### config.mk
export PLATFORM = sky130hd
export DESIGN_NAME = i2c_byte_master
export DESIGN_NICKNAME = d
export VERILOG_FILES = /design/src/rtl/i2cb_pkg.sv /design/src/rtl/i2cb_prescaler.sv /design/src/rtl/i2cb_low_timer.sv /design/src/rtl/i2cb_byte_fsm.sv /design/src/rtl/i2c_byte_master.sv
export SDC_FILE = /design/constraint.sdc
export NUM_CORES = 1
export LEC_CHECK = 0
export ABC_AREA = 1
export BUFFER_PORTS_ARGS = -buffer_cell sky130_fd_sc_hd__clkbuf_2
export CAP_MARGIN = 20
export CORE_MARGIN = 4
export CORE_UTILIZATION = 53
export CTS_CLUSTER_DIAMETER = 40
export DETAILED_ROUTE_END_ITERATION = 6
export PLACE_DENSITY = 0.73
export SYNTH_ARGS = -nofsm -noshare
export SYNTH_HDL_FRONTEND = slang
export SYNTH_SLANG_ARGS = --single-unit
### constraint.sdc
create_clock -name clk -period 1.94 [get_ports clk]
set_input_delay 0.388 -clock clk [delete_from_list [all_inputs] [get_ports clk]]
set_output_delay 0.388 -clock clk [all_outputs]
set_load 0.01 [all_outputs]
### src/rtl/i2cb_pkg.sv
package i2cb_pkg;

  typedef enum logic [3:0] {
    ST_IDLE, ST_RS0, ST_STA1, ST_STA2, ST_BLO, ST_BHI,
    ST_HOLD, ST_SP1, ST_SP2, ST_SP3
  } phase_e;

  // command word bit positions
  localparam int C_KICK  = 0;
  localparam int C_STOP  = 1;
  localparam int C_START = 2;
  localparam int C_ACK   = 3;
  localparam int C_SRST  = 4;
  localparam int C_MODE  = 5;
  localparam int C_IE    = 6;
  localparam int C_RX    = 7;

  localparam logic [7:0] PS_MAX = 8'hFD;

  // cycles per SCL half period
  function automatic logic [8:0] half_len(input logic [7:0] ps);
    logic [7:0] sat;
    sat = (ps > PS_MAX) ? PS_MAX : ps;
    return {1'b0, sat} + 9'd2;
  endfunction

endpackage

### src/rtl/i2cb_prescaler.sv
module i2cb_prescaler
  import i2cb_pkg::*;
(
  input  logic       clk,
  input  logic       rst_n,
  input  logic       run,
  input  logic [7:0] prescale,
  output logic       tick
);
  logic [8:0] cnt;
  logic [8:0] half;

  assign half = half_len(prescale);
  assign tick = run && (cnt == half - 9'd1);

  always_ff @(posedge clk or negedge rst_n) begin
    if (!rst_n)            cnt <= '0;
    else if (!run || tick) cnt <= '0;
    else                   cnt <= cnt + 9'd1;
  end

  AST_TICK_GAP: assert property (@(posedge clk) disable iff (!rst_n)
    tick |=> !tick);
endmodule

### src/rtl/i2cb_low_timer.sv
module i2cb_low_timer #(
  parameter int TW = 16
) (
  input  logic          clk,
  input  logic          rst_n,
  input  logic          active,
  input  logic          scl_in,
  input  logic          sda_in,
  input  logic          scl_oe,
  input  logic          sda_oe,
  input  logic [TW-1:0] limit,
  output logic          expired
);
  localparam logic [TW-1:0] CMAX = '1;
  logic [TW-1:0] cnt;
  logic          held;

  // low while this engine is not the one pulling it
  assign held    = active && ((!scl_in && !scl_oe) || (!sda_in && !sda_oe));
  assign expired = held && (limit != '0) && (cnt == limit - 1'b1);

  always_ff @(posedge clk or negedge rst_n) begin
    if (!rst_n)          cnt <= '0;
    else if (!held)      cnt <= '0;
    else if (cnt != CMAX) cnt <= cnt + 1'b1;
  end

  AST_TMO_ONE_SHOT: assert property (@(posedge clk) disable iff (!rst_n)
    expired |=> !expired);
endmodule

### src/rtl/i2cb_byte_fsm.sv
module i2cb_byte_fsm
  import i2cb_pkg::*;
(
  input  logic       clk,
  input  logic       rst_n,
  input  logic       tick,
  input  logic       abort,
  input  logic       cmd_start,
  input  logic       cmd_stop,
  input  logic       cmd_data,
  input  logic       data_rx,
  input  logic       ack_en,
  input  logic [7:0] tx_byte,
  input  logic       sda_in,
  output logic       scl_oe,
  output logic       sda_oe,
  output logic       run,
  output logic       idle,
  output logic       hold,
  output logic       ev_byte,
  output logic       ev_stop,
  output logic       ev_arb,
  output logic       ack_now,
  output logic       addr_phase,
  output logic [7:0] shreg
);
  phase_e     state;
  logic [3:0] bitcnt;
  logic       cur_rx, ack_q, bit_end, bit_low;

  assign idle       = (state == ST_IDLE);
  assign hold       = (state == ST_HOLD);
  assign run        = !idle && !hold;
  assign bit_end    = (state == ST_BHI) && tick;
  assign ev_arb     = bit_end && !cur_rx && (bitcnt < 4'd8) && shreg[7] && !sda_in;
  assign ev_byte    = bit_end && (bitcnt == 4'd8);
  assign ev_stop    = (state == ST_SP3) && tick;
  assign ack_now    = !sda_in;
  assign bit_low    = (bitcnt == 4'd8) ? (cur_rx && ack_q) : (!cur_rx && !shreg[7]);

  always_ff @(posedge clk or negedge rst_n) begin
    if (!rst_n) begin
      state <= ST_IDLE; bitcnt <= '0; shreg <= '0;
      cur_rx <= 1'b0; ack_q <= 1'b0; addr_phase <= 1'b0;
    end else if (abort) begin
      state <= ST_IDLE; bitcnt <= '0;
    end else begin
      case (state)
        ST_IDLE: if (cmd_start) begin
          shreg <= tx_byte; cur_rx <= 1'b0; addr_phase <= 1'b1; state <= ST_STA1;
        end
        ST_HOLD: begin
          if (cmd_start) begin
            shreg <= tx_byte; cur_rx <= 1'b0; addr_phase <= 1'b1; state <= ST_RS0;
          end else if (cmd_stop) begin
            state <= ST_SP1;
          end else if (cmd_data) begin
            shreg <= tx_byte; cur_rx <= data_rx; ack_q <= ack_en;
            addr_phase <= 1'b0; bitcnt <= '0; state <= ST_BLO;
          end
        end
        ST_RS0:  if (tick) state <= ST_STA1;
        ST_STA1: if (tick) state <= ST_STA2;
        ST_STA2: if (tick) begin state <= ST_BLO; bitcnt <= '0; end
        ST_BLO:  if (tick) state <= ST_BHI;
        ST_BHI:  if (tick) begin
          if (ev_arb)                  state <= ST_IDLE;
          else if (bitcnt == 4'd8)     state <= ST_HOLD;
          else begin
            shreg  <= {shreg[6:0], sda_in};
            bitcnt <= bitcnt + 4'd1;
            state  <= ST_BLO;
          end
        end
        ST_SP1:  if (tick) state <= ST_SP2;
        ST_SP2:  if (tick) state <= ST_SP3;
        ST_SP3:  if (tick) state <= ST_IDLE;
        default: state <= ST_IDLE;
      endcase
    end
  end

  always_comb begin
    scl_oe = 1'b0; sda_oe = 1'b0;
    case (state)
      ST_RS0, ST_HOLD: scl_oe = 1'b1;
      ST_STA2:         sda_oe = 1'b1;
      ST_BLO:          begin scl_oe = 1'b1; sda_oe = bit_low; end
      ST_BHI:          sda_oe = bit_low;
      ST_SP1:          begin scl_oe = 1'b1; sda_oe = 1'b1; end
      ST_SP2:          sda_oe = 1'b1;
      default:         ;
    endcase
  end

  AST_SDA_STILL_SCL_HIGH: assert property (@(posedge clk) disable iff (!rst_n)
    (state == ST_BHI && $past(state == ST_BHI)) |-> $stable(sda_oe));
  AST_ARB_RELEASE: assert property (@(posedge clk) disable iff (!rst_n)
    ev_arb |=> (!scl_oe && !sda_oe));
  AST_EVENT_EXCL: assert property (@(posedge clk) disable iff (!rst_n)
    $onehot0({ev_byte, ev_stop, ev_arb}));
  AST_BYTE_PARKS: assert property (@(posedge clk) disable iff (!rst_n)
    (ev_byte && !abort) |=> (hold && scl_oe));
endmodule

### src/rtl/i2c_byte_master.sv
module i2c_byte_master
  import i2cb_pkg::*;
#(
  parameter int TOUT_W = 16
) (
  input  logic              clk,
  input  logic              rst_n,
  input  logic              ctrl_wr,
  input  logic [7:0]        ctrl_data,
  input  logic              txd_wr,
  input  logic [7:0]        txd_data,
  input  logic [7:0]        prescale,
  input  logic [TOUT_W-1:0] low_limit,
  input  logic              scl_i,
  input  logic              sda_i,
  output logic              scl_oe,
  output logic              sda_oe,
  output logic [7:0]        status,
  output logic [7:0]        rxd,
  output logic              irq
);
  logic [7:0] txd_q, shreg;
  logic ie_q, ack_q, pend_q, dir_q, tmo_q, arb_q, am_q, bds_q;
  logic tick, run, f_idle, f_hold, ev_byte, ev_stop, ev_arb, ack_now, addr_phase;
  logic tmo_hit, srst, accept, cmd_start, cmd_stop, cmd_data, abort;

  assign srst      = ctrl_wr && ctrl_data[C_KICK] && ctrl_data[C_SRST];
  assign accept    = ctrl_wr && ctrl_data[C_KICK] && !ctrl_data[C_SRST] && ctrl_data[C_MODE];
  assign cmd_start = accept && ctrl_data[C_START] && (f_idle || f_hold);
  assign cmd_stop  = accept && !ctrl_data[C_START] && ctrl_data[C_STOP] && f_hold;
  assign cmd_data  = accept && !ctrl_data[C_START] && !ctrl_data[C_STOP] && f_hold;
  assign abort     = srst || tmo_hit;

  i2cb_prescaler u_pre (
    .clk(clk), .rst_n(rst_n), .run(run), .prescale(prescale), .tick(tick));

  i2cb_low_timer #(.TW(TOUT_W)) u_tmo (
    .clk(clk), .rst_n(rst_n), .active(!f_idle), .scl_in(scl_i), .sda_in(sda_i),
    .scl_oe(scl_oe), .sda_oe(sda_oe), .limit(low_limit), .expired(tmo_hit));

  i2cb_byte_fsm u_fsm (
    .clk(clk), .rst_n(rst_n), .tick(tick), .abort(abort),
    .cmd_start(cmd_start), .cmd_stop(cmd_stop), .cmd_data(cmd_data),
    .data_rx(dir_q || ctrl_data[C_RX]), .ack_en(ctrl_data[C_ACK]),
    .tx_byte(txd_q), .sda_in(sda_i), .scl_oe(scl_oe), .sda_oe(sda_oe),
    .run(run), .idle(f_idle), .hold(f_hold), .ev_byte(ev_byte),
    .ev_stop(ev_stop), .ev_arb(ev_arb), .ack_now(ack_now),
    .addr_phase(addr_phase), .shreg(shreg));

  always_ff @(posedge clk or negedge rst_n) begin
    if (!rst_n) begin
      txd_q <= '0; rxd <= '0; ie_q <= 1'b0; ack_q <= 1'b0; pend_q <= 1'b0;
      dir_q <= 1'b0; tmo_q <= 1'b0; arb_q <= 1'b0; am_q <= 1'b0; bds_q <= 1'b0;
    end else begin
      if (txd_wr)  txd_q <= txd_data;
      if (ctrl_wr) ie_q  <= ctrl_data[C_IE];
      if (srst) begin
        rxd <= '0; ack_q <= 1'b0; pend_q <= 1'b0; dir_q <= 1'b0;
        tmo_q <= 1'b0; arb_q <= 1'b0; am_q <= 1'b0; bds_q <= 1'b0;
      end else begin
        if (ctrl_wr)   begin pend_q <= 1'b0; bds_q <= 1'b0; end
        if (cmd_start) begin dir_q <= txd_q[0]; am_q <= 1'b0; end
        if (ev_byte) begin
          bds_q <= 1'b1; pend_q <= 1'b1; ack_q <= ack_now; rxd <= shreg;
          if (addr_phase && ack_now) am_q <= 1'b1;
        end
        if (ev_stop)   pend_q <= 1'b1;
        if (ev_arb)    begin arb_q <= 1'b1; pend_q <= 1'b1; end
        if (tmo_hit)   begin tmo_q <= 1'b1; pend_q <= 1'b1; end
      end
    end
  end

  assign status = {bds_q, am_q, !f_idle, arb_q, tmo_q, dir_q, pend_q, ack_q};
  assign irq    = ie_q && pend_q;

  AST_PEND_CLEARED: assert property (@(posedge clk) disable iff (!rst_n)
    (ctrl_wr && !ev_byte && !ev_stop && !ev_arb && !tmo_hit) |=> !status[1]);
  AST_SRST_CLEARS: assert property (@(posedge clk) disable iff (!rst_n)
    srst |=> (status == 8'h00 && !scl_oe && !sda_oe));
endmodule

==> results of run 1 <==
==> cells in the final DEF, fill, tap and decap left out, drive strengths merged, types with 2 or more instances in the layout <==
cell      Yosys  final
a211oi        2      2
a21boi        2      2
a21oi        12     12
buf          10    137
clkbuf        5     67
clkinvlp      0      3
dfrtp        68     68
ha            6      6
inv         104    108
nand2       197    198
nand3        84     84
nand3b        5      5
nand4        14     14
nor2        102    102
nor3         11     11
nor3b         4      4
nor4          3      3
o2111ai       3      3
o21ai        54     54
o21bai        9      9
xnor2        12     12
xor2         14     14
==> sequential cells by signal, indices dropped and copies added (netlist names) <==
signal and flops:
bds_q 1, tmo_q 1, u_fsm.cur_rx 1, ie_q 1
rxd 8, pend_q 1, u_fsm.shreg 8, u_fsm.state 4
u_pre.cnt 9, dir_q 1, am_q 1, arb_q 1
txd_q 8, ack_q 1, u_fsm.addr_phase 1, u_tmo.cnt 16
u_fsm.ack_q 1, u_fsm.bitcnt 4
==> kinds of logic after synthesis <==
| logic type | share of synthesized area |
|---|---|
| xor+xnor | 0.0465 |
| fa+ha+maj | 0.0153 |
| flops | 0.347 |
| compound gates | 0.0989 |
| buf+inv | 0.0996 |
| simple gates | 0.392 |
==> worst max path at each step <==
| stage | from | to | slack (ns) | depth (start not counted) |
|---|---|---|---|---|
| global route | prescale[4] | rxd[6] | -0.46 | 19 |
| detailed placement | prescale[7] | rxd[2] | -0.67 | 21 |
| floorplan | prescale[4] | rxd[7] | -0.25 | 20 |
| global placement | prescale[7] | u_fsm.shreg[1] | -0.59 | 19 |
| CTS | prescale[5] | u_fsm.shreg[5] | -0.25 | 22 |
| finish | prescale[6] | rxd[0] | -0.29 | 21 |
==> report_power, final <==
part	total (W)	switching (W)	internal [W]
Sequential	0.00173	0.000139	0.00159
Combinational	0.00283	0.00161	0.00122
Clock	0.00124	0.000629	0.000615
==> Yosys cell counts, types with 4 or more instances <==
cell,instances,share of area
a21oi_1,11,0.011
nor2_1,87,0.067
inv_2,5,0.0038
buf_4,8,0.012
o21bai_1,9,0.014
xor2_1,14,0.025
nand3b_1,5,0.0077
ha_1,6,0.015
nand2_1,188,0.14
o21ai_1,13,0.013
nand4_1,13,0.017
nor3b_1,4,0.0061
o21ai_0,39,0.040
inv_1,98,0.075
nor2_2,11,0.014
nand2_2,7,0.0089
clkbuf_1,5,0.0038
dfrtp_1,68,0.35
nor3_1,9,0.0092
nor2_4,4,0.0092
nand3_1,81,0.083
xnor2_1,12,0.021
==> through the flow <==
stage / hold WS, ns / TNS (ns) / cell area [sq um] / setup WS, ns / utilization
floorplan: 0.0924 / -7.16 / 4980 / -0.247 / -
global placement: 0.388 / -19.05 / 6160 / -0.585 / 0.696
detailed placement: 0.384 / -22.05 / 6160 / -0.668 / 0.696
CTS: 0.00788 / -5.91 / 6690 / -0.245 / 0.756
global route: 0.0203 / -13.04 / 7130 / -0.458 / 0.805
finish: 0.00152 / -7.56 / 7130 / -0.293 / 0.805
==> what timing repair did <==
item,CTS,global route
pin swaps,31,50
buffers inserted,10,16
resized for setup,58,103
cloned,3,0
endpoints found under the setup margin,39,50
==> layer usage <==
metal	share of wire	track usage	up-vias	wire length, microns
met3	0.069	0.0515	44	1040
li1	-	-	2716	-
met2	0.47	0.435	215	7060
met4	0.023	0.0874	0	353
met5	0	0	-	0
met1	0.44	0.361	2559	6670
==> final cells by class <==
cell class	count	area [sq um]
repair buffers	195	1450
multi-input cells	539	3220
flip-flops and latches	68	1710
repair inverters	1	6.26
clock buffers	9	124
clock inverters	7	82.6
inverters	104	407
well taps	108	135
fillers	588	1720
==> metrics.md, run 1 <==
| Metric | Value |
|---|---|
| Post-DRT Antenna Nets | `0` |
| Fin crit share | `1.15` |
| IO Port Bufs | `between 60 and 70` |
| Power Total | `a little under 0.006 W` |
| Sequential-to-total area share from yosys stat | `0.347` |
| Cells after synthesis | `725` |
| Largest net degree at the start of global routing | `26` |
| Clock latency on the worst-skew pair | `approximately 0.36 ns` |
| EDFF count, synth | `0` |
| R2r setup slk | `-0.27 ns` |
| Via density | `5.37` |
| Slowest cell on crit path | `buf_4` |
| CTS tree | `done` |
| Max Slew Vio Count | `0` |
| Core region area | `8850 sq um` |
| Prevailing post-synth register cell | `dfrtp_1` |
| P_leak | `approximately 3.6 nW` |
| # hold bufs at CTS | `0` |
| Setup crit end kind | `flip-flop` |
| TritonCTS Buffers | `9` |
| Avg Cell Area, Syn | `roughly 6.8 sq um` |
| Initial antenna violation count | `0` |
| Final min period | `2.23 ns` |
| Synthesized area | `around 4900 sq um` |
| Placed Cells | `987` |
| Overflow after GRT | `0` |
| Vias | `5534` |
| CP peak stage delay | `0.23 ns` |
| Most frequent CP cell | `nand2_1` |
| CTS root buf | `clkbuf_8` |
| Max frequency | `448 MHz` |
| Worst R2R End | `u_fsm.shreg[3]` |
| Layout cells sized above 1 | `0.382` |
| Cell Pwr Density | `between 800 and 900 nW/um^2` |
| Status | `finished with violations` |
| FF+latch count, synth | `68` |
| Critical path required time | `around 2.2 ns` |
| Setup Skew | `0.0136 ns` |
| First-pass GRT wire length | `roughly 24000 microns` |
| Crit path buffers/inverters | `5` |
| CTS clk-pin slew, worst paths | `0.08 ns` |
| RSZ-0062 raised after global routing | `true` |
| Vias in the first global route | `5333` |
| Syn-to-layout area delta | `45.5%` |
| Die Y | `approximately 100 microns` |
| Initial core utilization | `0.553` |
| Gpl congestion | `~0.93` |
| DR DRC count | `0` |
| Ys Warns | `0` |
| Die W | `104 microns` |
| Final #Nets | `970` |
| Routed wire length | `15100 microns` |
| GR Util All Layers | `0.268` |
| CP arrival | `2.53 ns` |
| PnR worst setup slack | `-0.293 ns` |
| Kind of critical path | `primary input to flip-flop` |
| Hold Path Class | `primary input to async pin` |
| Worst rel slew slack | `0.621` |
| Worst Tran Pin Value | `0.564 ns` |
| CTS sink count | `68` |
| Startpoint type of the worst setup path | `primary input` |
| Post-route non-filler standard cell count | `1031` |
| Routed wire per std cell | `14.7 microns` |
| Detailed Place HPWL | `10800 microns` |
| FF-to-FF Start | `u_fsm.state[3]` |
| Failing checks | `negative setup slack` |
| H-tree depth | `3` |
| Crit-path cells | `clkbuf_8 > nand2_4 > nor2_4 > nand3_2 > nand2_2 > ha_4 > inv_4 > nor2_4 > nand2_1 > nand2_1 > nand2_1 > inv_1 > nand2_1 > nor2_1 > nand2_2 > nor2_4 > nand2_2 > inv_2 > nand4_1 > buf_4 > o21ai_1` |
| DR iter-0 viols | `about 400` |
| Drt first pass iters | `5` |
| Die area | `10800 sq um` |
| Max_cap viols | `0` |
| Cell variety after synth | `41` |
| CP top delay family | `simple AND/OR/NAND/NOR gates` |
| Max FO, Critical Path | `4` |
| Post-synth ARST share | `1.00` |
| Inserted Diodes | `0` |
| CTS max path bufs | `2` |
| # rows | `34` |
| Syn_nets | `777` |
| Worst r2r path cells | `12` |
| Count of final setup violators | `39` |
| I/O pins | `between 60 and 70` |
| VDD IR max | `around 0.00075 V` |
| Fin. Hold Viols | `0` |
No activity file was read; power rests on OpenSTA's default activity.
==> run 2: changes to the inputs <==
Clock period 1.94 ns to 1.88 ns, I/O delays scaled along.
==> metrics.md, run 2 (synthesis gave the netlist of run 1 again) <==
| Metric | Value |
|---|---|
| Status | `finished with violations (unchanged)` |
| Failing checks | `negative setup slack (unchanged)` |
| Drt first pass iters | `7 (was 5)` |
| Hold WS | `0.230 ns (was 0.00152 ns)` |
| Crit path buffers/inverters | `4 (was 5)` |
| Worst r2r path cells | `12 (unchanged)` |
| Max frequency | `430 MHz` |
| Hold Path Class | `primary input to flip-flop (was primary input to async pin)` |
| Die area | `10800 sq um (unchanged)` |
| Die Y | `104 microns (unchanged)` |
| IO Port Bufs | `64 (unchanged)` |
| Inserted Diodes | `0 (unchanged)` |
| Commonest non-fill, non-tap cell in the layout | `nand2_1 (unchanged)` |
| RSZ-0062 raised after global routing | `true (unchanged)` |
| Routed wire per std cell | `15.5 microns (was 14.7 microns)` |
| Max FO, Critical Path | `8 (was 4)` |
| CP peak stage delay | `0.18 ns (was 0.23 ns)` |
| Setup crit end kind | `flip-flop (unchanged)` |
| Top Registers | `u_tmo.cnt (16), u_pre.cnt (9) (unchanged)` |
| Max Slew Vio Count | `0 (unchanged)` |
| Fin. Hold Viols | `0 (unchanged)` |
| Post-Place Worst Slack | `-0.747 ns (was -0.668 ns)` |
| CTS clk-pin slew, worst paths | `0.08 ns (about the same)` |
| Largest reg by FF count | `u_tmo.cnt (unchanged)` |
| # rows | `34 (unchanged)` |
| Critical path depth | `22 (was 21)` |
| Crit-path cells | `buf_8 > nand2_4 > nor2_4 > buf_6 > a21boi_4 > ha_4 > inv_2 > nor2_4 > nand2_1 > nand2_1 > nand2_1 > inv_1 > nand2_1 > nor2_2 > nand2_2 > nor2_4 > nand3_2 > nand2_4 > nand2_8 > nor2_4 > nand2_1 > nand2_1 (was clkbuf_8 > nand2_4 > nor2_4 > nand3_2 > nand2_2 > ha_4 > inv_4 > nor2_4 > nand2_1 > nand2_1 > nand2_1 > inv_1 > nand2_1 > nor2_1 > nand2_2 > nor2_4 > nand2_2 > inv_2 > nand4_1 > buf_4 > o21ai_1)` |
| TritonCTS Buffers | `9 (unchanged)` |
| I/O pins | `65 (unchanged)` |
| CP arrival | `2.61 ns (was 2.53 ns)` |
| Layout cells sized above 1 | `0.402 (was 0.382)` |
| Cell Pwr Density | `831 nW/um^2 (was 815 nW/um^2)` |
| CTS tree | `done (unchanged)` |
| DR iter-0 viols | `409 (was 401)` |
| Post-DRT Antenna Nets | `0 (unchanged)` |
| Power Total | `0.00615 W (was 0.00580 W)` |
| H-tree depth | `3 (unchanged)` |
| Die W | `104 microns (unchanged)` |
| Initial core utilization | `0.553 (unchanged)` |
| Overflow after GRT | `0 (unchanged)` |
| Vias | `5782 (was 5534)` |
| Final min period | `2.32 ns` |
| Initial antenna violation count | `0 (unchanged)` |
| Largest net degree at the start of global routing | `43 (was 26)` |
| Startpoint type of the worst setup path | `primary input (unchanged)` |
| Max_cap viols | `0 (unchanged)` |
| P_leak | `3.68 nW (was 3.56 nW)` |
| Routed wire length | `16300 microns (was 15100 microns)` |
| Via density | `5.49 (was 5.37)` |
| VDD IR max | `0.000565 V (was 0.000750 V)` |
| Crit path to | `u_fsm.shreg[5] (was rxd[0])` |
| Most frequent CP cell | `nand2_1 (unchanged)` |
| FF-to-FF Start | `u_fsm.state[3] (unchanged)` |
| Worst rel slew slack | `0.653 (was 0.621)` |
| R2r setup slk | `-0.40 ns (was -0.27 ns)` |
| Core region area | `8850 sq um (unchanged)` |
| Critical Path Start | `prescale[6] (unchanged)` |
| CTS sink count | `68 (unchanged)` |
| Critical path required time | `2.17 ns (was 2.23 ns)` |
| GR Util All Layers | `0.268 (about the same)` |
| Syn-to-layout area delta | `51.1% (was 45.5%)` |
| CTS max path bufs | `2 (unchanged)` |
| Worst R2R End | `u_fsm.shreg[4] (was u_fsm.shreg[3])` |
| Vias in the first global route | `5524 (was 5333)` |
| Final #Nets | `992 (was 970)` |
| Largest register FFs | `16 (unchanged)` |
| Clock latency on the worst-skew pair | `0.36 ns (about the same)` |
| # fillers | `556 (was 588)` |
| Worst Tran Pin Value | `0.516 ns (was 0.564 ns)` |
| First-pass GRT wire length | `24400 microns (was 24100 microns)` |
| Fin crit share | `1.24` |
| CTS root buf | `clkbuf_8 (unchanged)` |
| Count of final setup violators | `57 (was 39)` |
| Most frequent cells in the layout | `nand2_1 (164), buf_4 (132), inv_1 (88), nor2_1 (73) (was nand2_1 (158), buf_4 (116), inv_1 (87), nand3_1 (71), nor2_1 (67))` |
| DR DRC count | `0 (unchanged)` |
| PnR worst setup slack | `-0.444 ns (was -0.293 ns)` |
| Detailed Place HPWL | `10700 microns (was 10800 microns)` |
| Kind of critical path | `primary input to flip-flop (unchanged)` |
| Setup Skew | `0.0201 ns (was 0.0136 ns)` |
| Gpl congestion | `0.947 (was 0.933)` |
| HP Start | `txd_data[4]` |
| Slowest cell on crit path | `a21boi_4 (was buf_4)` |
| CP top delay family | `simple AND/OR/NAND/NOR gates (unchanged)` |
==> run 2: cell count changes in the layout (fill, tap and decap cells not counted), moves of 6 or more <==
cell	change
o21ai_2	+7
nor2_2	-7
nand3_1	-6
buf_4	+16
nand2_1	+6
nand2_2	-7
nor2_1	+6
==> run 2: final cells by class <==
class / instances / area (sq um) / area share
flip-flops and latches: 68 / 1710 / 0.230
inverters: 104 / 419 / 0.0566
repair buffers: 218 / 1660 / 0.224
multi-input cells: 539 / 3290 / 0.444
clock inverters: 7 / 75.1 / 0.0101
well taps: 108 / 135 / 0.0183
clock buffers: 9 / 124 / 0.0167
==> run 2: stage by stage <==
stage	util	cells	setup TNS, ns	area (sq um)
2_1_floorplan	-	725	-8.94	5000
3_3_place_gp	0.718	1011	-22.10	6360
3_5_place_dp	0.718	1011	-25.93	6360
4_1_cts	0.785	1039	-8.69	6950
5_1_grt	0.837	1053	-21.31	7400
6_report	0.837	1053	-13.90	7400
==> run 2: worst register-to-register path, cell delays in order (launching register included) <==
cell	delay (ns)
dfrtp_2	0.45
nor2_2	0.15
inv_2	0.06
buf_4	0.15
nor3_4	0.28
o21ai_2	0.12
nand2_1	0.11
inv_1	0.07
nor2_1	0.22
nand3_4	0.16
buf_4	0.18
o21bai_1	0.14
nand2_1	0.07
==> run 2: layer usage <==
layer / up-vias / GRT usage / share of wire / routed length (microns)
met5: - / 0 / 0 / 0
met4: 0 / 0.0950 / 0.044 / 710
met3: 76 / 0.0335 / 0.063 / 1030
met2: 271 / 0.486 / 0.52 / 8400
met1: 2680 / 0.325 / 0.38 / 6150
li1: 2755 / - / - / -
==> run 2: worst min path at each step <==
stage,cells after the start,endpoint
2_1_floorplan,0,ack_q
3_3_place_gp,1,u_pre.cnt[0]
3_5_place_dp,1,u_pre.cnt[0]
4_1_cts,3,ie_q
5_1_grt,3,txd_q[3]
6_report,3,txd_q[4]
==> run 2: where the power goes <==
group | total (W) | leakage, nW | switching (W) | internal [W]
Sequential | 0.00179 | 0.905 | 0.000144 | 0.00164
Combinational | 0.00310 | 2.67 | 0.00173 | 0.00137
Clock | 0.00126 | 0.104 | 0.000640 | 0.000622
==> run 2: repair_timing <==
item,4_1_cts,5_1_grt
endpoints found under the setup margin,55,61
gates resized for setup,78,104
buffers inserted,12,14
cloned,1,1
endpoints found under the hold margin,14,0
pin swaps,22,46
hold buffers,1,0
==> run 3: changes to the inputs <==
Settings changed: SKIP_LAST_GASP from default to 1.
==> metrics.md, run 3 (synthesis gave the netlist of run 1 again) <==
| Metric | Value |
|---|---|
| Status | `finished with violations (unchanged)` |
| Failing checks | `negative setup slack (unchanged)` |
| Detailed Place HPWL | `10700 microns (unchanged)` |
| Grt met2 use | `0.484 (was 0.486)` |
| Die area | `10800 sq um (unchanged)` |
| Hold Path Class | `primary input to flip-flop (unchanged)` |
| Final min period | `2.25 ns (was 2.32 ns)` |
| Max FO, Critical Path | `8 (unchanged)` |
| Post-DRT Antenna Nets | `0 (unchanged)` |
| Max Slew Vio Count | `0 (unchanged)` |
| VDD IR max | `0.000523 V (was 0.000565 V)` |
| PnR worst setup slack | `-0.368 ns (was -0.444 ns)` |
| Largest register FFs | `16 (unchanged)` |
| CTS clk-pin slew, worst paths | `0.08 ns (about the same)` |
| Setup Skew | `0.0178 ns (was 0.0201 ns)` |
| Final instance area | `7450 sq um (was 7400 sq um)` |
| CP peak stage delay | `0.18 ns (about the same)` |
| Most frequent CP cell | `nand2_1 (unchanged)` |
| DR DRC count | `0 (unchanged)` |
| Most frequent cells in the layout | `nand2_1 (164), buf_4 (130), inv_1 (88), nor2_1 (74), dfrtp_1 (66) (was nand2_1 (164), buf_4 (132), inv_1 (88), nor2_1 (73))` |
| Routed wire length | `15800 microns (was 16300 microns)` |
| P_leak | `3.71 nW (was 3.68 nW)` |
| Routed wire per std cell | `15.0 microns (was 15.5 microns)` |
| Layout cells sized above 1 | `0.399 (was 0.402)` |
| Overflow after GRT | `0 (unchanged)` |
| Clock latency on the worst-skew pair | `0.35 ns (was 0.36 ns)` |
| Max_cap viols | `0 (unchanged)` |
| RSZ-0062 raised after global routing | `true (unchanged)` |
| Final design utilization | `0.842 (was 0.837)` |
| Syn-to-layout area delta | `52.1% (was 51.1%)` |
| Critical path required time | `2.16 ns (was 2.17 ns)` |
| Die W | `104 microns (unchanged)` |
| Drt first pass iters | `5 (was 7)` |
| Inserted Diodes | `0 (unchanged)` |
| TritonCTS Buffers | `9 (unchanged)` |
| CTS root buf | `clkbuf_8 (unchanged)` |
| Top Registers | `u_tmo.cnt (16), u_pre.cnt (9) (unchanged)` |
| IO Port Bufs | `64 (unchanged)` |
| Slowest cell on crit path | `a21boi_4 (unchanged)` |
| Placed Cells | `1011 (unchanged)` |
| Startpoint type of the worst setup path | `primary input (unchanged)` |
| # fillers | `540 (was 556)` |
| Die Y | `104 microns (unchanged)` |
| Max frequency | `445 MHz (was 430 MHz)` |
| Kind of critical path | `primary input to flip-flop (unchanged)` |
| Area after DPL | `6360 sq um (unchanged)` |
| Largest net degree at the start of global routing | `43 (unchanged)` |
| Worst r2r path cells | `12 (unchanged)` |
| Core region area | `8850 sq um (unchanged)` |
| GR Util All Layers | `0.268 (about the same)` |
| Met1 usage | `0.327 (was 0.325)` |
| HP Start | `txd_data[4] (unchanged)` |
| DR iter-0 viols | `393 (was 409)` |
| Initial antenna violation count | `0 (unchanged)` |
| Vias in the first global route | `5491 (was 5524)` |
| Initial core utilization | `0.553 (unchanged)` |
| Worst R2R End | `u_fsm.shreg[1] (was u_fsm.shreg[4])` |
| Cell Pwr Density | `841 nW/um^2 (was 831 nW/um^2)` |
| Hold path endpoint | `txd_q[4] (unchanged)` |
| FF-to-FF Start | `u_fsm.state[3] (unchanged)` |
| CP top delay family | `simple AND/OR/NAND/NOR gates (unchanged)` |
| H-tree depth | `3 (unchanged)` |
| Count of final setup violators | `59 (was 57)` |
| R2r setup slk | `-0.36 ns (was -0.40 ns)` |
| CP arrival | `2.53 ns (was 2.61 ns)` |
| Commonest non-fill, non-tap cell in the layout | `nand2_1 (unchanged)` |
| Grt peak-use layer | `met2 (unchanged)` |
| Final #Nets | `997 (was 992)` |
| # rows | `34 (unchanged)` |
| Post-route non-filler standard cell count | `1058 (was 1053)` |
| Via density | `5.45 (was 5.49)` |
| CTS sink count | `68 (unchanged)` |
| GR met3 Demand/Resource | `0.0323 (was 0.0335)` |
| Post-Place Worst Slack | `-0.747 ns (unchanged)` |
| Gpl congestion | `0.947 (unchanged)` |
| CTS tree | `done (unchanged)` |
| Hold path depth | `3 (unchanged)` |
| Crit path buffers/inverters | `4 (unchanged)` |
| Vias | `5768 (was 5782)` |
| First-pass GRT wire length | `24400 microns (about the same)` |
| Fin crit share | `1.20 (was 1.24)` |
| Worst rel slew slack | `0.623 (was 0.653)` |
| CTS max path bufs | `2 (unchanged)` |
| Fin. Hold Viols | `0 (unchanged)` |
| I/O pins | `65 (unchanged)` |
| Setup crit end kind | `flip-flop (unchanged)` |
| Crit-path cells | `buf_8 > nand2_4 > nor2_4 > buf_6 > a21boi_4 > ha_4 > inv_2 > nor2_4 > nand2_1 > nand2_1 > nand2_1 > inv_1 > nand2_1 > nor2_2 > nand2_2 > nor2_4 > nand3_2 > nand2_4 > nand2_8 > nor2_4 > nand2_1 > nand2_1 (unchanged)` |
| Largest reg by FF count | `u_tmo.cnt (unchanged)` |
| Worst Tran Pin Value | `0.560 ns (was 0.516 ns)` |
-- run 3: cell types whose count changed in the layout (fill, tap and decap cells not counted), moves of 2 or more --
cell	delta
buf_8	+2
buf_6	+5
a21oi_2	-2
buf_4	-2
o21ai_2	-2
o21ai_1	+2
a21oi_1	+2
-- run 3: how the worst max path moves through the flow --
stage               slack [ns]  cells past startpoint        start             end
finish                   -0.37                     22  prescale[6]  u_fsm.shreg[7]
global route             -0.53                     22  prescale[6]  u_fsm.shreg[7]
CTS                      -0.36                     22  prescale[5]  u_fsm.shreg[7]
detailed placement       -0.75                     22  prescale[4]  u_fsm.shreg[7]
global placement         -0.64                     22  prescale[4]  u_fsm.shreg[7]
floorplan                -0.29                     20  prescale[4]          rxd[7]
-- run 3: what timing repair did --
action,CTS,global route
endpoints found under the setup margin,55,61
hold buffers,1,0
cloned,1,2
endpoints found under the hold margin,14,0
resized for setup,67,113
buffers inserted,12,20
pin swaps,19,52
-- run 3: cell type report --
class                   count  area (sq um)  share of cell area
clock buffers               9           124              0.0166
clock inverters             7          75.1              0.0101
inverters                 104           419              0.0563
multi-input cells         539          3260               0.437
flip-flops and latches     68          1700               0.229
well taps                 108           135              0.0181
repair buffers            223          1730               0.233
-- run 3: power by group --
part           internal, W  switching [W]  leakage (nW)
Sequential         0.00164       0.000141         0.906
Combinational      0.00150        0.00172          2.70
Clock             0.000622       0.000630         0.104
Total              0.00377        0.00249          3.71
-- run 3: worst min-delay path, cell delays in order --
cell,delay (ns)
clkbuf_2,0.07
nand2_1,0.04
o21ai_0,0.06
-- run 3: routing by layer --
layer | part of all wire | wire length (microns)
met1 | 0.39 | 6230
met5 | 0 | 0
met3 | 0.045 | 720
met2 | 0.53 | 8370
met4 | 0.033 | 523
-- run 3: stage by stage --
step | total power (W) | hold WS, ns | setup TNS [ns]
2_1_floorplan | 0.00304 | 0.0804 | -8.94
3_3_place_gp | 0.00391 | 0.323 | -22.10
3_5_place_dp | 0.00397 | 0.332 | -25.93
4_1_cts | 0.00563 | 0.232 | -8.90
5_1_grt | 0.00660 | 0.254 | -21.47
6_report | 0.00626 | 0.233 | -13.91
